==> src/rtl/llsc_pkg.sv <==
// Package: shared operation codes for the reservation monitor.
// Assumes a 3-bit op field on the completion strobe.
package llsc_pkg;
    localparam int OPW = 3;

    typedef enum logic [OPW-1:0] {
        OP_STORE   = 3'd0,
        OP_LL      = 3'd1,
        OP_SC      = 3'd2,
        OP_LRMW_RD = 3'd3,
        OP_LRMW_WR = 3'd4,
        OP_FLUSH   = 3'd5,
        OP_RMW_RD  = 3'd6,
        OP_OTHER   = 3'd7
    } op_e;
endpackage

==> src/rtl/llsc_lock_table.sv <==
// Module: reservation record table.
// Holds NREC records {line, owner, age}. The ages of valid records always
// form the ranks 0..n-1, where 0 is the newest insertion. A load-linked
// inserts or overwrites, a store-conditional removes on any hit, and a plain
// write removes on an owner-matching hit.
// Assumes at most one operation per cycle.
module llsc_lock_table #(
    parameter int AW   = 16,
    parameter int IW   = 4,
    parameter int NREC = 4
) (
    input  logic          clk,
    input  logic          rst_n,
    input  logic          in_valid,
    input  logic          in_ll,
    input  logic          in_sc,
    input  logic [AW-1:0] in_addr,
    input  logic [IW-1:0] in_owner,
    output logic          out_owned
);
    localparam int SW = (NREC > 1) ? $clog2(NREC) : 1;

    logic [NREC-1:0] vld;
    logic [AW-1:0]   adr [NREC];
    logic [IW-1:0]   own [NREC];
    logic [SW-1:0]   age [NREC];

    logic [NREC-1:0] hit_vec;
    logic            any_hit, any_free;
    logic [SW-1:0]   hit_idx, free_idx, old_idx, hit_age;
    logic            ll_en, rem_en, dup_line;

    // Per-record address compare against the incoming line.
    genvar g;
    generate
        for (g = 0; g < NREC; g++) begin : g_cmp
            assign hit_vec[g] = vld[g] && (adr[g] == in_addr);
        end
    endgenerate

    // Locate the hit record, the lowest free slot and the oldest record.
    always_comb begin
        any_hit  = 1'b0;
        hit_idx  = '0;
        any_free = 1'b0;
        free_idx = '0;
        old_idx  = '0;
        for (int i = 0; i < NREC; i++) begin
            if (hit_vec[i]) begin
                any_hit = 1'b1;
                hit_idx = SW'(i);
            end
            if (!vld[i] && !any_free) begin
                any_free = 1'b1;
                free_idx = SW'(i);
            end
            if (vld[i] && (age[i] == SW'(NREC - 1))) old_idx = SW'(i);
        end
    end

    assign hit_age   = age[hit_idx];
    assign out_owned = any_hit && (own[hit_idx] == in_owner);
    assign ll_en     = in_valid && in_ll;
    assign rem_en    = in_valid && any_hit && (in_sc || (!in_ll && out_owned));

    // Update records: insert/overwrite on load-linked, remove on clear events.
    always_ff @(posedge clk) begin
        if (!rst_n) begin
            vld <= '0;
            for (int i = 0; i < NREC; i++) age[i] <= '0;
        end else if (ll_en) begin
            if (any_hit) begin
                own[hit_idx] <= in_owner;
            end else if (any_free) begin
                for (int i = 0; i < NREC; i++)
                    if (vld[i]) age[i] <= age[i] + SW'(1);
                vld[free_idx] <= 1'b1;
                adr[free_idx] <= in_addr;
                own[free_idx] <= in_owner;
                age[free_idx] <= '0;
            end else begin
                for (int i = 0; i < NREC; i++)
                    if (SW'(i) != old_idx) age[i] <= age[i] + SW'(1);
                adr[old_idx] <= in_addr;
                own[old_idx] <= in_owner;
                age[old_idx] <= '0;
            end
        end else if (rem_en) begin
            vld[hit_idx] <= 1'b0;
            for (int i = 0; i < NREC; i++)
                if (vld[i] && (age[i] > hit_age)) age[i] <= age[i] - SW'(1);
        end
    end

    // Detect two valid records naming the same line.
    always_comb begin
        dup_line = 1'b0;
        for (int i = 0; i < NREC; i++)
            for (int j = i + 1; j < NREC; j++)
                if (vld[i] && vld[j] && (adr[i] == adr[j])) dup_line = 1'b1;
    end

    AST_NO_DUP_LINE: assert property (@(posedge clk) disable iff (!rst_n)
        !dup_line);

    generate
        for (g = 0; g < NREC; g++) begin : g_chk
            AST_SC_CLEARS: assert property (@(posedge clk) disable iff (!rst_n)
                in_valid && in_sc && hit_vec[g] |=> !vld[g]);
            AST_LL_OWNER: assert property (@(posedge clk) disable iff (!rst_n)
                in_valid && in_ll && hit_vec[g] |=> vld[g] && (own[g] == $past(in_owner)));
            AST_AGE_RANK: assert property (@(posedge clk) disable iff (!rst_n)
                vld[g] |-> (int'(age[g]) < $countones(vld)));
        end
    endgenerate
endmodule

==> src/rtl/llsc_block_table.sv <==
// Module: hold list for locked read-modify-write sequences.
// A set request places a hold on a line in the lowest free slot unless the
// line is already held or no slot is free; a clear request releases it.
// Assumes set and clear are never raised together.
module llsc_block_table #(
    parameter int AW   = 16,
    parameter int NBLK = 2
) (
    input  logic          clk,
    input  logic          rst_n,
    input  logic          set_en,
    input  logic          clr_en,
    input  logic [AW-1:0] in_addr,
    input  logic [AW-1:0] qry_addr,
    output logic          qry_hit
);
    localparam int BW = (NBLK > 1) ? $clog2(NBLK) : 1;

    logic [NBLK-1:0] vld;
    logic [AW-1:0]   adr [NBLK];
    logic [NBLK-1:0] in_match, q_match;
    logic            any_free;
    logic [BW-1:0]   free_idx;

    // Compare every hold against the operation line and the query line.
    genvar g;
    generate
        for (g = 0; g < NBLK; g++) begin : g_cmp
            assign in_match[g] = vld[g] && (adr[g] == in_addr);
            assign q_match[g]  = vld[g] && (adr[g] == qry_addr);
        end
    endgenerate

    // Find the lowest free slot.
    always_comb begin
        any_free = 1'b0;
        free_idx = '0;
        for (int i = 0; i < NBLK; i++)
            if (!vld[i] && !any_free) begin
                any_free = 1'b1;
                free_idx = BW'(i);
            end
    end

    assign qry_hit = |q_match;

    // Place or release holds.
    always_ff @(posedge clk) begin
        if (!rst_n) begin
            vld <= '0;
        end else if (set_en) begin
            if (!(|in_match) && any_free) begin
                vld[free_idx] <= 1'b1;
                adr[free_idx] <= in_addr;
            end
        end else if (clr_en) begin
            for (int i = 0; i < NBLK; i++)
                if (in_match[i]) vld[i] <= 1'b0;
        end
    end

    AST_BLK_UNIQUE: assert property (@(posedge clk) disable iff (!rst_n)
        $onehot0(q_match));

    generate
        for (g = 0; g < NBLK; g++) begin : g_chk
            AST_BLK_RELEASE: assert property (@(posedge clk) disable iff (!rst_n)
                clr_en && in_match[g] |=> !vld[g]);
        end
    endgenerate
endmodule

==> src/rtl/llsc_monitor.sv <==
// Module: top of the reservation monitor.
// Decodes the operation code, drives the reservation table and the hold
// list, and registers a one-cycle-later response with the success flag.
// Assumes one completion per cycle and that the success of a
// store-conditional is judged on the table state before the update.
module llsc_monitor
    import llsc_pkg::*;
#(
    parameter int AW   = 16,
    parameter int IW   = 4,
    parameter int NREC = 4,
    parameter int NBLK = 2
) (
    input  logic          clk,
    input  logic          rst_n,
    input  logic          cmp_valid,
    input  logic [AW-1:0] cmp_addr,
    input  logic [2:0]    cmp_op,
    input  logic [IW-1:0] cmp_owner,
    input  logic [AW-1:0] qry_addr,
    output logic          rsp_valid,
    output logic          rsp_success,
    output logic          qry_blocked
);
    op_e  op;
    logic is_ll, is_sc, owned;

    assign op    = op_e'(cmp_op);
    assign is_ll = (op == OP_LL);
    assign is_sc = (op == OP_SC);

    llsc_lock_table #(.AW(AW), .IW(IW), .NREC(NREC)) u_locks (
        .clk       (clk),
        .rst_n     (rst_n),
        .in_valid  (cmp_valid),
        .in_ll     (is_ll),
        .in_sc     (is_sc),
        .in_addr   (cmp_addr),
        .in_owner  (cmp_owner),
        .out_owned (owned)
    );

    llsc_block_table #(.AW(AW), .NBLK(NBLK)) u_holds (
        .clk      (clk),
        .rst_n    (rst_n),
        .set_en   (cmp_valid && (op == OP_LRMW_RD)),
        .clr_en   (cmp_valid && (op == OP_LRMW_WR)),
        .in_addr  (cmp_addr),
        .qry_addr (qry_addr),
        .qry_hit  (qry_blocked)
    );

    // Register the response one cycle after the completion strobe.
    always_ff @(posedge clk) begin
        if (!rst_n) begin
            rsp_valid   <= 1'b0;
            rsp_success <= 1'b0;
        end else begin
            rsp_valid   <= cmp_valid;
            rsp_success <= cmp_valid && (!is_sc || owned);
        end
    end

    AST_RSP_LATENCY: assert property (@(posedge clk) disable iff (!rst_n)
        cmp_valid |=> rsp_valid);
    AST_RSP_IDLE: assert property (@(posedge clk) disable iff (!rst_n)
        !cmp_valid |=> !rsp_valid && !rsp_success);
    AST_NONSC_OK: assert property (@(posedge clk) disable iff (!rst_n)
        cmp_valid && (cmp_op != 3'd2) |=> rsp_success);
    AST_RESET_QUIET: assert property (@(posedge clk)
        !rst_n |=> !rsp_valid && !rsp_success);
endmodule

==> config.mk <==
export PLATFORM = sky130hd
export DESIGN_NAME = llsc_monitor
export DESIGN_NICKNAME = d
export VERILOG_FILES = /design/src/rtl/llsc_pkg.sv /design/src/rtl/llsc_lock_table.sv /design/src/rtl/llsc_block_table.sv /design/src/rtl/llsc_monitor.sv
export SDC_FILE = /design/constraint.sdc
export NUM_CORES = 1
export LEC_CHECK = 0
export BUFFER_PORTS_ARGS = -buffer_cell sky130_fd_sc_hd__buf_4
export CAP_MARGIN = 20
export CORE_MARGIN = 2
export CORE_UTILIZATION = 55
export DETAILED_ROUTE_END_ITERATION = 10
export GPL_TIMING_DRIVEN = 1
export PLACE_DENSITY_LB_ADDON = 0.3
export SYNTH_ARGS = -nofsm -noshare
export SYNTH_HDL_FRONTEND = slang
export SYNTH_HIERARCHICAL = 1
export SYNTH_SLANG_ARGS = --single-unit
==> constraint.sdc <==
create_clock -name clk -period 4.6 [get_ports clk]
set_clock_uncertainty 0.2 [all_clocks]
set_input_delay 0.92 -clock clk [delete_from_list [all_inputs] [get_ports clk]]
set_output_delay 0.92 -clock clk [all_outputs]
set_load 0.02 [all_outputs]
After elaboration in Yosys (flattened, before gate mapping):

Memories as Yosys holds them, arrays and structs flattened.
Cells that the tools add are included.

* RAM bits: 120
* output and inout port bits: 3
* register bits: 8
* memories kept: 4
* word-level logic and storage cells: 267
* input port bits: 42

Memory list
* u_locks.adr: depth 4, width 16, rd ports 4, clocked after Yosys merged registers in 0, wr ports 1, line llsc_lock_table.sv:24 `logic [AW-1:0] adr [NREC];`
* u_holds.adr: depth 2, width 16, rd ports 2, clocked after Yosys merged registers in 0, wr ports 1, line llsc_block_table.sv:20 `logic [AW-1:0] adr [NBLK];`
* u_locks.own: depth 4, width 4, rd ports 1, clocked after Yosys merged registers in 0, wr ports 1, line llsc_lock_table.sv:25 `logic [IW-1:0] own [NREC];`
* u_locks.age: depth 4, width 2, rd ports 5, clocked after Yosys merged registers in 0, wr ports 5, line llsc_lock_table.sv:26 `logic [SW-1:0] age [NREC];`

* eq/ne operators: 22
* reductions and logical operators: 56
* bitwise operators: 16
* mux-type cells: 146
* add/subtract/negate cells: 8
* magnitude comparators: 10

Operator list (number)
* $eq 16x16->1: 8
* $mux 1: 110
* $mux 2: 26
* $logic_and 1x1->1: 31
* $mux 4: 6
* $mux 16: 1
* $reduce_or 16->1: 1
* $or 1x1->1: 12
* $reduce_bool 2->1: 5
* $logic_not 1->1: 9
* $reduce_and 3->1: 3
* $add 2x1->2 const B: 4
* $gt 2x2->1: 4
* $reduce_or 4->1: 2
* $sub 2x1->2 const B: 4
* $eq 2x2->1 const B: 3
* $eq 3x2->1 const B: 2
* $lt 2x3->1 const B: 2
* $reduce_or 2->1: 3
* $and 4x4->4: 1
* $demux 1 s2: 2
* $eq 4x4->1: 1
* $ge 2x1->1 const B: 2
* $ne 2x2->1 const A: 2
* 12 further kinds: 14

Depth between registers and ports, before layout:

* word-level depth: 17
* depth in mapped cells: 16
* mapped depth without buffers: 13

By module:

The synthesis kept the hierarchy.

By module, submodules not included
* llsc_lock_table: times used 1, area each 4884.7 sq um, seq. area each 2722.6 sq um, cells each 406
* llsc_block_table: times used 1, area each 1774.2 sq um, seq. area each 1001.0 sq um, cells each 132
* llsc_monitor: times used 1, area each 100.1 sq um, seq. area each 40.0 sq um, cells each 10

Worst setup path before layout:

OpenSTA, ideal clock, no wires.

* kind: input to register
* start: input cmp_addr[2]
* end: memory u_locks/age[1][0] (netlist bit) (data pin)
* required time: 4254 ps
* library setup time: 146 ps
* buffers on the path: 2
* path slack: 590 ps
* stages: 14
* arrival time: 3664 ps
* path through: clkbuf_1 xnor2_1 nor4b_1 nand3_1 or2_1 clkbuf_1 nand2_1 o32ai_1 a21o_1 ha_1 nor2b_1 o211ai_1 or4_1 a21oi_1

RTL lines
* start: declaration: line llsc_monitor.sv:17 `input logic [AW-1:0] cmp_addr,`
* end: declaration: line llsc_lock_table.sv:26

==> impl_metrics.csv <==
group,metric,value,unit
critical_path,crit_fanout,12,
clock_tree,cts.path.max_buffers,2,
global_routing,grt_pass1_wl,26410,um
clock_tree,ctsResizeCount,0,
sta,setup_tns,0,ps
pwr,power_leakage,2.722,nW
final_layout,n_antenna_cell,0,
route,viasPerCell,6.260,
synthesis,ys_seq_elements,128,
route,dr.first_iter.drc_count,431,
route,first_pass_iters,7,
die,coreArea,12010,um^2
synthesis,synth_cells,548,
final_layout,fin_nets,669,
global_routing,grt_max_degree,18,
synthesis,yosys_warnings,6,
sta,fin_ws,310.7,ps
pwr,switchingPower,0.0006046,W
sta,rsz0062_at_grt,"no",
route,num_vias,4858,
critical_path,end_kind,"flop",
critical_path,r2r_slack,630,ps
synthesis,synth-compound-area-share,9.293,%
min_path,hold_end,"u_holds/vld[0]$_SDFFE_PN0P_",
final_layout,fillers,895,
sta,min_period_over_period,93.24,%
pwr,p_int,0.002097,W
pwr,p_clk_share,45.1,%
critical_path,cp-start-kind,"input port",
route,ant_nets,0,
critical_path,ff2ff_path_depth,12,
final_layout,syn_to_final_growth,16.83,%
synthesis,syn_nets,601,
die,chipWidth,114.9,um
final_layout,fin_util,65.74,%
global_routing,antenna_found_initial,0,
clock_tree,cts_buffers,17,
clock_tree,hold_buffers,0,
min_path,worstHoldStart,"u_holds/vld[0]$_SDFFE_PN0P_",
sta,slew_headroom,38.14,%
synthesis,synth_area_leader_cell,"edfxtp_1",
run,maxCapViolCount,0,
global_routing,grt_pass1_vias,4839,
critical_path,worstReg2RegStart,"u_locks/adr[1][8]$_DFFE_PP_",
synthesis,synth_cell_types,63,
placed_design,dp_hpwl,12120,um
min_path,whs_path_depth,2,
pwr,swShare,22.38,%
route,wl_per_cell,21.61,um
placed_design,placed_cell_area,7365,um^2
pwr,seq_power_share,47.7,%
synthesis,synthMuxAreaShare,0.2962,%
route,routed_wl,16770,um
clock_tree,clock_latency,420,ps
sta,slew_viol_final,0,
die,pin_count,45,
placed_design,port_buffers,44,
sta,max_freq,233.1,MHz
synthesis,synth_area_leaders,"edfxtp_1 (53%), xor2_1 (9.3%), xnor2_1 (7.0%)",
clock_tree,cts_root_buffer,"clkbuf_16",
sta,setup_viol,0,
critical_path,required,4670,ps
pwr,vdd_drop_max,0.1952,mV
final_layout,drive_gt1_share,17.65,%
clock_tree,path_clk_slew,50,ps
sta,post-route-min-period,4289,ps
synthesis,syn_area,6759,um^2
critical_path,r2r-end,"u_locks/age[1][0]$_DFFE_PP_",
pwr,powerDensity,342.1,nW/um^2
sta,fin_worst_hold_slack,351.5,ps
critical_path,crit_path_start,"cmp_addr[8]",
synthesis,synthXorXnorAreaFrac,16.33,%
clock_tree,cts_setup_buffers,0,
global_routing,grt_overflow_total,0,
synthesis,ys_async_sr_fraction,0,%
clock_tree,htree_num_levels,4,
die,rows,40,
synthesis,synth_flop_cell,"edfxtp_1",
synthesis,synth_top_family_by_area,"XOR/XNOR gates",
sta,hold_viol,0,
clock_tree,cts.sinks,128,
pwr,combinationalPowerShare,7.2,%
die,die_area,13190,um^2
critical_path,arrival,4360,ps
synthesis,syn_area_per_cell,12.33,um^2
min_path,holdCritPathClass,"flop to flop",
critical_path,crit_type,"input port to flop",
die,initial_core_util,56.27,%
die,die_y,114.9,um
synthesis,synthAdderAreaFrac,2.036,%
synthesis,synth.top_cell.area_share,53.31,%
global_routing,grtUsageTotal,27.05,%
synthesis,yosys.area_share.simple,14.74,%
route,drc,0,
placed_design,globalplace.congestion,0.9625,
synthesis,synth_edf_count,120,
status,status,"finished clean",
clock_tree,tritoncts,"built",
final_layout,fin_area,7896,um^2
sta,tightest_slew,916.0,ps
placed_design,place_ws,-28.17,ps
synthesis,ys_seq_area_share,55.68,%
metal layers:
| layer | vias up | share of wire [%] | global-route usage [%] |
|---|---|---|---|
| li1 | 2222 | - | - |
| met3 | 34 | 6.4 | 5.482 |
| met1 | 2394 | 44 | 37.04 |
| met5 | - | 0 | 0 |
| met2 | 208 | 47 | 42.67 |
| met4 | 0 | 2.6 | 10.84 |
cells in the final DEF, fill, tap and decap left out, types with 4 or more instances in the layout:
cell,instances
o21ai_0,6
and2_1,6
xnor2_1,54
clkbuf_1,4
and3_1,6
nor4_1,13
edfxtp_1,120
o2111ai_1,5
nor2b_1,7
nor3_1,15
dfxtp_1,8
nand2b_1,7
or4_1,7
nor2_1,23
a31o_2,6
o211ai_1,7
inv_1,17
ha_1,11
nand2_1,31
nand3_1,17
xor2_1,72
nand4_1,25
buf_4,61
clkinv_2,5
a31oi_1,5
a21oi_1,5
o32ai_1,4
clkbuf_16,17
Yosys cell counts (11+ instances only):
cell type and count:
edfxtp_1 120, xor2_1 72, xnor2_1 54, nand2_1 31, nand4_1 25, nor2_1 23
inv_1 17, nand3_1 17, nor3_1 17, nor4_1 13, clkbuf_1 11, ha_1 11
worst max path at each step:
stage                                             end  slack [ps]  depth (start not counted)
after floorplan           u_locks/age[1][0]$_DFFE_PP_         590                         14
after global placement    u_locks/age[1][0]$_DFFE_PP_         160                         13
after detailed placement  u_locks/age[3][1]$_DFFE_PP_         -30                         13
after CTS                 u_locks/age[1][0]$_DFFE_PP_         380                         13
after global routing      u_locks/age[1][0]$_DFFE_PP_         160                         13
final                     u_locks/age[1][0]$_DFFE_PP_         310                         13
worst max-delay path: stages:
cell,delay (ps)
buf_4,170
xor2_1,170
nor4_1,540
and3_1,370
nand2_1,310
nand2_1,190
o22ai_1,90
a21oi_1,380
ha_1,320
nand2_1,70
o211ai_1,100
or4_1,530
a21oi_1,180
flip-flops by register name, indices dropped and copies added (netlist names):
signal / cells
u_locks/age: 8
u_locks/vld: 4
rsp_success: 1
u_holds/adr: 32
u_holds/vld: 2
u_locks/own: 16
u_locks/adr: 64
rsp_valid: 1
area by class of cell:
cell class,instances,area [um^2],share of cell area (%)
clock buffers,21,440.4,5.578
clock inverters,11,91.34,1.157
inverters,17,63.81,0.8081
multi-input cells,391,2895,36.67
flip-flops and latches,128,3764,47.66
well taps,147,183.9,2.329
repair buffers,61,457.9,5.799
per-stage QoR:
stage,power (W),cells
finish,0.002702,776
global route,0.002780,776
CTS,0.002714,776
detailed placement,0.001504,744
global placement,0.001498,744
floorplan,0.001403,548
cell families (layout without fill, tap and decap cells):
family	count (synthesis)	after routing
compound gates	73	73
xor+xnor	126	126
fa+ha+maj	11	11
buf+inv	29	110
flops	128	128
mux	2	2
simple gates	179	179
power groups by stage:
stage | sequential (W) | clock, W | combinational, W
4_1_cts | 0.00129 | 0.00123 | 0.000193
3_3_place_gp | 0.00131 | 0 | 0.000185
5_1_grt | 0.00129 | 0.00128 | 0.000211
6_report | 0.00129 | 0.00122 | 0.000194
2_1_floorplan | 0.00131 | 0 | 0.0000912
3_5_place_dp | 0.00131 | 0 | 0.000191
(Power assumes the default switching activity.)
